File: config.mk
export PLATFORM = sky130hd
export DESIGN_NAME = scan_port_ctrl
export DESIGN_NICKNAME = d
export VERILOG_FILES = /design/src/rtl/scan_pkg.sv /design/src/rtl/scan_tap_fsm.sv /design/src/rtl/scan_ir.sv /design/src/rtl/scan_dr_regs.sv /design/src/rtl/scan_port_ctrl.sv
export SDC_FILE = /design/constraint.sdc
export NUM_CORES = 1
export LEC_CHECK = 0
export BUFFER_PORTS_ARGS = -buffer_cell sky130_fd_sc_hd__buf_2
export CORE_MARGIN = 3
export CORE_UTILIZATION = 50
export CTS_BUF_LIST = sky130_fd_sc_hd__clkbuf_8
export DETAILED_ROUTE_END_ITERATION = 8
export MAX_ROUTING_LAYER = met4
export PLACE_DENSITY = 0.76
export REMOVE_ABC_BUFFERS = 1
export SETUP_SLACK_MARGIN = 0.02
export SKIP_LAST_GASP = 1
export SYNTH_ARGS = -nofsm -noshare
export SYNTH_HDL_FRONTEND = slang
export SYNTH_SLANG_ARGS = --single-unit
File: constraint.sdc
create_clock -name tck -period 2.2 [get_ports tck]
set_clock_uncertainty 0.05 [all_clocks]
set_input_delay 0.44 -clock tck [delete_from_list [all_inputs] [get_ports tck]]
set_output_delay 0.44 -clock tck [all_outputs]
set_load 0.05 [all_outputs]
File: src/rtl/scan_pkg.sv
package scan_pkg;

  localparam int IR_W  = 5;
  localparam int VER_W = 4;
  localparam int FAM_W = 7;
  localparam int SIZ_W = 9;
  localparam int MFR_W = 11;
  localparam int DR_W  = VER_W + FAM_W + SIZ_W + MFR_W + 1;

  typedef enum logic [3:0] {
    ST_RESET, ST_IDLE,
    ST_DR_SEL, ST_DR_CAP, ST_DR_SHIFT, ST_DR_EXIT1, ST_DR_PAUSE, ST_DR_EXIT2, ST_DR_UPD,
    ST_IR_SEL, ST_IR_CAP, ST_IR_SHIFT, ST_IR_EXIT1, ST_IR_PAUSE, ST_IR_EXIT2, ST_IR_UPD
  } tap_state_e;

  typedef logic [IR_W-1:0] opcode_t;

  localparam opcode_t OP_EXTEST   = 5'b00000;
  localparam opcode_t OP_SAMPLE   = 5'b00001;
  localparam opcode_t OP_CHAIN_A  = 5'b00010;
  localparam opcode_t OP_CHAIN_B  = 5'b00011;
  localparam opcode_t OP_CFG_READ = 5'b00100;
  localparam opcode_t OP_CFG_LOAD = 5'b00101;
  localparam opcode_t OP_INTEST   = 5'b00111;
  localparam opcode_t OP_USERCODE = 5'b01000;
  localparam opcode_t OP_IDCODE   = 5'b01001;
  localparam opcode_t OP_HIGHZ    = 5'b01010;
  localparam opcode_t OP_LAUNCH   = 5'b01100;
  localparam opcode_t OP_BYPASS   = 5'b11111;

  // Pattern captured into the instruction shift stage
  localparam opcode_t IR_CAPTURE  = 5'b00001;

  typedef enum logic [2:0] {
    SRC_BYPASS, SRC_WORD, SRC_BOUNDARY, SRC_CHAIN_A, SRC_CHAIN_B, SRC_CFG
  } dr_src_e;

  typedef struct packed {
    dr_src_e src;
    logic    word_user;
    logic    extest;
    logic    sample;
    logic    intest;
    logic    chain_a;
    logic    chain_b;
    logic    cfg_load;
    logic    cfg_read;
    logic    launch;
    logic    hiz;
  } decode_t;

  function automatic decode_t decode_op(input opcode_t op);
    decode_t d;
    d = '0;
    d.src = SRC_BYPASS;
    case (op)
      OP_EXTEST:   begin d.src = SRC_BOUNDARY; d.extest   = 1'b1; end
      OP_SAMPLE:   begin d.src = SRC_BOUNDARY; d.sample   = 1'b1; end
      OP_INTEST:   begin d.src = SRC_BOUNDARY; d.intest   = 1'b1; end
      OP_CHAIN_A:  begin d.src = SRC_CHAIN_A;  d.chain_a  = 1'b1; end
      OP_CHAIN_B:  begin d.src = SRC_CHAIN_B;  d.chain_b  = 1'b1; end
      OP_CFG_LOAD: begin d.src = SRC_CFG;      d.cfg_load = 1'b1; end
      OP_CFG_READ: begin d.src = SRC_CFG;      d.cfg_read = 1'b1; end
      OP_IDCODE:   begin d.src = SRC_WORD; end
      OP_USERCODE: begin d.src = SRC_WORD;     d.word_user = 1'b1; end
      OP_HIGHZ:    begin d.hiz    = 1'b1; end
      OP_LAUNCH:   begin d.launch = 1'b1; end
      default:     begin d.src = SRC_BYPASS; end
    endcase
    return d;
  endfunction

endpackage

File: src/rtl/scan_tap_fsm.sv
module scan_tap_fsm
  import scan_pkg::*;
(
  input  logic       tck,
  input  logic       rst_n,
  input  logic       tms,
  output tap_state_e state
);

  tap_state_e state_q;
  tap_state_e state_d;

  always_comb begin
    state_d = state_q;
    case (state_q)
      ST_RESET:    state_d = tms ? ST_RESET    : ST_IDLE;
      ST_IDLE:     state_d = tms ? ST_DR_SEL   : ST_IDLE;
      ST_DR_SEL:   state_d = tms ? ST_IR_SEL   : ST_DR_CAP;
      ST_DR_CAP:   state_d = tms ? ST_DR_EXIT1 : ST_DR_SHIFT;
      ST_DR_SHIFT: state_d = tms ? ST_DR_EXIT1 : ST_DR_SHIFT;
      ST_DR_EXIT1: state_d = tms ? ST_DR_UPD   : ST_DR_PAUSE;
      ST_DR_PAUSE: state_d = tms ? ST_DR_EXIT2 : ST_DR_PAUSE;
      ST_DR_EXIT2: state_d = tms ? ST_DR_UPD   : ST_DR_SHIFT;
      ST_DR_UPD:   state_d = tms ? ST_DR_SEL   : ST_IDLE;
      ST_IR_SEL:   state_d = tms ? ST_RESET    : ST_IR_CAP;
      ST_IR_CAP:   state_d = tms ? ST_IR_EXIT1 : ST_IR_SHIFT;
      ST_IR_SHIFT: state_d = tms ? ST_IR_EXIT1 : ST_IR_SHIFT;
      ST_IR_EXIT1: state_d = tms ? ST_IR_UPD   : ST_IR_PAUSE;
      ST_IR_PAUSE: state_d = tms ? ST_IR_EXIT2 : ST_IR_PAUSE;
      ST_IR_EXIT2: state_d = tms ? ST_IR_UPD   : ST_IR_SHIFT;
      ST_IR_UPD:   state_d = tms ? ST_DR_SEL   : ST_IDLE;
      default:     state_d = ST_RESET;
    endcase
  end

  always_ff @(posedge tck or negedge rst_n) begin
    if (!rst_n) state_q <= ST_RESET;
    else        state_q <= state_d;
  end

  assign state = state_q;

endmodule

File: src/rtl/scan_ir.sv
module scan_ir
  import scan_pkg::*;
(
  input  logic       tck,
  input  logic       rst_n,
  input  logic       tdi,
  input  tap_state_e state,
  output opcode_t    ir,
  output logic       sr_lsb
);

  opcode_t sr_q;
  opcode_t sr_d;
  logic    sr_en;
  opcode_t ir_q;
  opcode_t ir_d;
  logic    ir_en;

  always_comb begin
    sr_en = 1'b0;
    sr_d  = sr_q;
    if (state == ST_IR_CAP) begin
      sr_en = 1'b1;
      sr_d  = IR_CAPTURE;
    end else if (state == ST_IR_SHIFT) begin
      sr_en = 1'b1;
      sr_d  = {tdi, sr_q[IR_W-1:1]};
    end
  end

  always_comb begin
    ir_en = 1'b0;
    ir_d  = ir_q;
    if (state == ST_RESET) begin
      ir_en = 1'b1;
      ir_d  = OP_IDCODE;
    end else if (state == ST_IR_UPD) begin
      ir_en = 1'b1;
      ir_d  = sr_q;
    end
  end

  always_ff @(posedge tck or negedge rst_n) begin
    if (!rst_n)     sr_q <= IR_CAPTURE;
    else if (sr_en) sr_q <= sr_d;
  end

  always_ff @(posedge tck or negedge rst_n) begin
    if (!rst_n)     ir_q <= OP_IDCODE;
    else if (ir_en) ir_q <= ir_d;
  end

  assign ir     = ir_q;
  assign sr_lsb = sr_q[0];

endmodule

File: src/rtl/scan_dr_regs.sv
module scan_dr_regs
  import scan_pkg::*;
#(
  parameter logic [DR_W-1:0] ID_VALUE   = '0,
  parameter logic [DR_W-1:0] USER_VALUE = '0
) (
  input  logic tck,
  input  logic rst_n,
  input  logic tdi,
  input  logic capture,
  input  logic shift,
  input  logic word_en,
  input  logic pick_user,
  output logic byp_bit,
  output logic word_lsb
);

  logic            byp_q;
  logic            byp_d;
  logic            byp_en;
  logic [DR_W-1:0] word_q;
  logic [DR_W-1:0] word_d;
  logic            wrd_en;

  always_comb begin
    byp_en = capture | shift;
    byp_d  = capture ? 1'b0 : tdi;
  end

  always_comb begin
    wrd_en = word_en & (capture | shift);
    if (capture) word_d = pick_user ? USER_VALUE : ID_VALUE;
    else         word_d = {tdi, word_q[DR_W-1:1]};
  end

  always_ff @(posedge tck or negedge rst_n) begin
    if (!rst_n)      byp_q <= 1'b0;
    else if (byp_en) byp_q <= byp_d;
  end

  always_ff @(posedge tck or negedge rst_n) begin
    if (!rst_n)      word_q <= ID_VALUE;
    else if (wrd_en) word_q <= word_d;
  end

  assign byp_bit  = byp_q;
  assign word_lsb = word_q[0];

endmodule

File: src/rtl/scan_port_ctrl.sv
module scan_port_ctrl
  import scan_pkg::*;
#(
  parameter logic [VER_W-1:0] ID_VERSION = 4'h2,
  parameter logic [FAM_W-1:0] ID_FAMILY  = 7'h05,
  parameter logic [SIZ_W-1:0] ID_SIZE    = 9'h022,
  parameter logic [MFR_W-1:0] ID_MFR     = 11'h0A5,
  parameter logic [DR_W-1:0]  USER_WORD  = 32'hC0DE_5A17
) (
  input  logic tck,
  input  logic trst_n,
  input  logic tms,
  input  logic tdi,
  input  logic bsr_tdo,
  input  logic chain_a_tdo,
  input  logic chain_b_tdo,
  input  logic cfg_tdo,
  output logic tdo,
  output logic tdo_oe,
  output logic chain_tdi,
  output logic tlr_reset,
  output logic dr_capture,
  output logic dr_shift,
  output logic dr_update,
  output logic sel_extest,
  output logic sel_sample,
  output logic sel_intest,
  output logic sel_chain_a,
  output logic sel_chain_b,
  output logic sel_cfg_load,
  output logic sel_cfg_read,
  output logic sel_launch,
  output logic outputs_hiz,
  output logic start_run
);

  localparam logic [DR_W-1:0] ID_WORD = {ID_VERSION, ID_FAMILY, ID_SIZE, ID_MFR, 1'b1};

  // Reset: asserted asynchronously, released on TCK
  logic rst_meta_n;
  logic rst_sync_n;

  always_ff @(posedge tck or negedge trst_n) begin
    if (!trst_n) begin
      rst_meta_n <= 1'b0;
      rst_sync_n <= 1'b0;
    end else begin
      rst_meta_n <= 1'b1;
      rst_sync_n <= rst_meta_n;
    end
  end

  tap_state_e state;
  opcode_t    ir;
  decode_t    dec;
  logic       ir_lsb;
  logic       byp_bit;
  logic       word_lsb;
  logic       st_shift_ir;
  logic       tdo_d;
  logic       oe_d;
  logic       tdo_q;
  logic       oe_q;

  scan_tap_fsm u_fsm (
    .tck   (tck),
    .rst_n (rst_sync_n),
    .tms   (tms),
    .state (state)
  );

  scan_ir u_ir (
    .tck    (tck),
    .rst_n  (rst_sync_n),
    .tdi    (tdi),
    .state  (state),
    .ir     (ir),
    .sr_lsb (ir_lsb)
  );

  assign dec = decode_op(ir);

  assign tlr_reset   = (state == ST_RESET);
  assign dr_capture  = (state == ST_DR_CAP);
  assign dr_shift    = (state == ST_DR_SHIFT);
  assign dr_update   = (state == ST_DR_UPD);
  assign st_shift_ir = (state == ST_IR_SHIFT);

  scan_dr_regs #(
    .ID_VALUE   (ID_WORD),
    .USER_VALUE (USER_WORD)
  ) u_dr (
    .tck       (tck),
    .rst_n     (rst_sync_n),
    .tdi       (tdi),
    .capture   (dr_capture),
    .shift     (dr_shift),
    .word_en   (dec.src == SRC_WORD),
    .pick_user (dec.word_user),
    .byp_bit   (byp_bit),
    .word_lsb  (word_lsb)
  );

  always_comb begin
    oe_d  = st_shift_ir | dr_shift;
    tdo_d = 1'b0;
    if (st_shift_ir) begin
      tdo_d = ir_lsb;
    end else if (dr_shift) begin
      case (dec.src)
        SRC_WORD:     tdo_d = word_lsb;
        SRC_BOUNDARY: tdo_d = bsr_tdo;
        SRC_CHAIN_A:  tdo_d = chain_a_tdo;
        SRC_CHAIN_B:  tdo_d = chain_b_tdo;
        SRC_CFG:      tdo_d = cfg_tdo;
        default:      tdo_d = byp_bit;
      endcase
    end
  end

  // TDO stage on the falling edge of TCK
  always_ff @(negedge tck or negedge rst_sync_n) begin
    if (!rst_sync_n) begin
      tdo_q <= 1'b0;
      oe_q  <= 1'b0;
    end else begin
      tdo_q <= tdo_d;
      oe_q  <= oe_d;
    end
  end

  assign tdo          = tdo_q;
  assign tdo_oe       = oe_q;
  assign chain_tdi    = tdi;
  assign sel_extest   = dec.extest;
  assign sel_sample   = dec.sample;
  assign sel_intest   = dec.intest;
  assign sel_chain_a  = dec.chain_a;
  assign sel_chain_b  = dec.chain_b;
  assign sel_cfg_load = dec.cfg_load;
  assign sel_cfg_read = dec.cfg_read;
  assign sel_launch   = dec.launch;
  assign outputs_hiz  = dec.hiz;
  assign start_run    = dec.launch & (state == ST_IDLE);

endmodule

==> flow_summary.ini <==
[run_status]
status = complete, but fails checks
violations = setup timing

[timing]
setup_slack_ps = -324
maxSlewHeadroom_pct = 64.1
rsz0062_at_grt = yes
hold_viol_final = 0
setup_viol = 4
tightestPinTransition_ps = 539
drv_slew = 0
fin_hold_ws_ps = 43.7

[global_route]
grt_overflow_total = 0
antenna_found_initial = 0
grt_pass1_wl_mm = 9.29
grt_pass1_vias = 2052
grt_max_degree = 45
grtUsageTotal_pct = 19.8

[clock_network]
cts_tree = built
clkSlewWorstSetupHoldPaths_ps = 90
insertion_delay_ps = 310
clock-sinks = 51
cts_buffers = 5
clock_path_buffers = 2
cts-root-buf = clkbuf_8
htreeDepth = 2

[route]
first_pass_iters = 4
drcViolationCount = 0
drt_wl_total_mm = 5.73
num_vias = 2158
ant_nets = 0
drt_iter0_drc = 136
wl_per_cell_um = 14.7
via_per_inst = 5.55

[floorplan]
fp.coreArea_um2 = 4790
start_util_pct = 52.5
die_w_um = 76.9
dieHeight_um = 76.9
dieArea_um2 = 5910
ios = 25
std_cell_rows = 25

[yosys]
synth_top_area_share_pct = 35.9
synth_commonest_cells = 63 x nand2_1, 36 x dfrtp_1, 36 x o21ai_0
ys_seq_elements = 51
synthTopCellsByArea = dfrtp_1 36%, dfstp_2 14%, nand2_1 9.4%
yosys.area.top_type = dfrtp_1
ys_types = 48
ys_warn_count = 0
syn_avg_cell_area_um2 = 8.75
ys_seq_area_share_pct = 51.4
async_flop_share_pct = 100
synth_ff_type = dfrtp_1
synth.most_common_cell = nand2_1
synth_edf_count = 0
syn-cell-area_um2 = 2510
synth_cells = 287

[critical_path]
path_buf_inv = 0
critPathMaxFanout = 2
slowest_stage = dfrtp_1
cp-end-kind = register
reg2regPathDepth = 4
cp_top_family = compound AO/OA/AOI/OAI gates
crit_cells = 4
start_kind = register
arrival_ps = 1530
worst_ep_required_time_ps = 1210
crit_path_cell_trace = o21a_1, a311oi_2, o211ai_1, a2bb2oi_1
critPathKind = register to register
slowest_delay_ps = 390

[cells_and_area]
syn_to_final_growth_pct = 24.4
drive_above_1_share_pct = 28.9
nNetsFinal = 329
num_antenna_cells = 0
fillers = 375

[placement]
dp_slack_ps = -275
gp_congestion = 0.822
hpwl_mm = 3.50
port_buffers = 24

[power]
power_frac_clock_pct = 14.7
p_per_area_nw_per_um2 = 1460
p_int_mw = 2.70
finalPower_mw = 4.55
p_sw_mw = 1.85
power_frac_comb_pct = 50.0
seqPwrFrac_pct = 35.2
p_leak_nw = 1.43
p_sw_share_pct = 40.7
vdd_drop_max_mv = 0.868

[run]
drv_cap = 0

[min_path]
hp-class = register to asynchronous set/reset pin
[cell families (layout without fill, tap and decap cells)]
family          after synthesis  after routing  share of synthesized area, %
compound gates               79             79                          19.6
xor+xnor                      2              2                         0.697
buf+inv                      34             69                          5.83
flops                        51             51                          51.4
mux                           2              2                         0.847
other cells                   1              1                         0.149
simple gates                118            118                          21.4
[cell type report]
| type | count | area, um2 | area share, % |
|---|---|---|---|
| well taps | 67 | 83.8 | 2.68 |
| flip-flops and latches | 51 | 1290 | 41.4 |
| clock buffers | 5 | 68.8 | 2.20 |
| multi-input cells | 202 | 1160 | 37.2 |
| repair buffers | 55 | 442 | 14.1 |
| clock inverters | 3 | 47.5 | 1.52 |
| inverters | 6 | 25.0 | 0.801 |
[layer usage]
layer / global-route usage [%] / up-vias / part of all wire (%)
met1: 25.5 / 1040 / 45
met2: 31.0 / 41 / 50
li1: - / 1063 / -
met3: 3.76 / 14 / 3.4
met4: 7.43 / 0 / 1.8
met5: - / - / 0
[metrics by stage]
| step | area (um2) | util [%] | TNS (ps) | std cells |
|---|---|---|---|---|
| 2_1_floorplan | 2390 | - | -27210 | 259 |
| 6_report | 3120 | 65.3 | -917 | 389 |
| 3_5_place_dp | 2810 | 58.8 | -437 | 376 |
| 5_1_grt | 3120 | 65.3 | -1160 | 389 |
| 4_1_cts | 3060 | 63.8 | -813 | 389 |
| 3_3_place_gp | 2810 | 58.8 | -404 | 376 |
[worst paths after layout]
path                                  from      endpoint  slack [ps]
worst max-delay path            u_ir.ir[1]           tdo        -320
worst min-delay path            rst_sync_n  u_dr.byp_bit          40
worst max register to register  u_ir.ir[1]           tdo        -320
worst min register to register  rst_sync_n  u_dr.byp_bit          40
max in group asynchronous       rst_sync_n           tdo         880
min in group tck                rst_meta_n    rst_sync_n         310
[state kept, by name (all words and copies together) (netlist names)]
register	flops
u_fsm.state	4
tdo_oe	1
tdo	1
u_ir.ir	5
u_dr.word_q	32
u_ir.sr_q	5
u_dr.byp_bit	1
rst_meta_n	1
rst_sync_n	1
[power by group through the flow]
stage,combinational [mW],sequential (mW),clock (mW)
floorplan,1.18,1.77,0
finish,2.28,1.60,0.671
CTS,2.20,1.60,0.680
detailed placement,2.05,1.61,0
global route,2.54,1.66,0.721
global placement,1.99,1.60,0
[repair_timing]
| item | 4_1_cts | 5_1_grt |
|---|---|---|
| endpoints found under the hold margin | 2 | 0 |
| endpoints found under the setup margin | 11 | 22 |
| buffers inserted | 4 | 0 |
| hold buffers | 1 | 0 |
| gates resized for setup | 24 | 26 |
| pin swaps | 4 | 4 |
[placed cells by master (no fill, tap or decap), types with 2 or more instances in the layout]
| cell | instances |
|---|---|
| nand2_1 | 63 |
| dfrtp_1 | 35 |
| o21ai_0 | 31 |
| buf_4 | 31 |
| nor2_1 | 22 |
| a31oi_1 | 13 |
| buf_2 | 13 |
| dfstp_2 | 13 |
| a21oi_1 | 9 |
| buf_6 | 7 |
| inv_1 | 5 |
| o22ai_1 | 5 |
| clkbuf_8 | 5 |
| o21ai_1 | 4 |
| nor4_1 | 3 |
| nand2b_1 | 3 |
| nor3_1 | 3 |
| o21a_1 | 2 |
| nand3_1 | 2 |
| o211ai_1 | 2 |
| nand3b_1 | 2 |
| or3_1 | 2 |
| a221o_1 | 2 |
| and3_1 | 2 |
| a22oi_1 | 2 |
| nand4_1 | 2 |
| buf_12 | 2 |
| dfrtn_1 | 2 |
(Power assumes the default switching activity.)
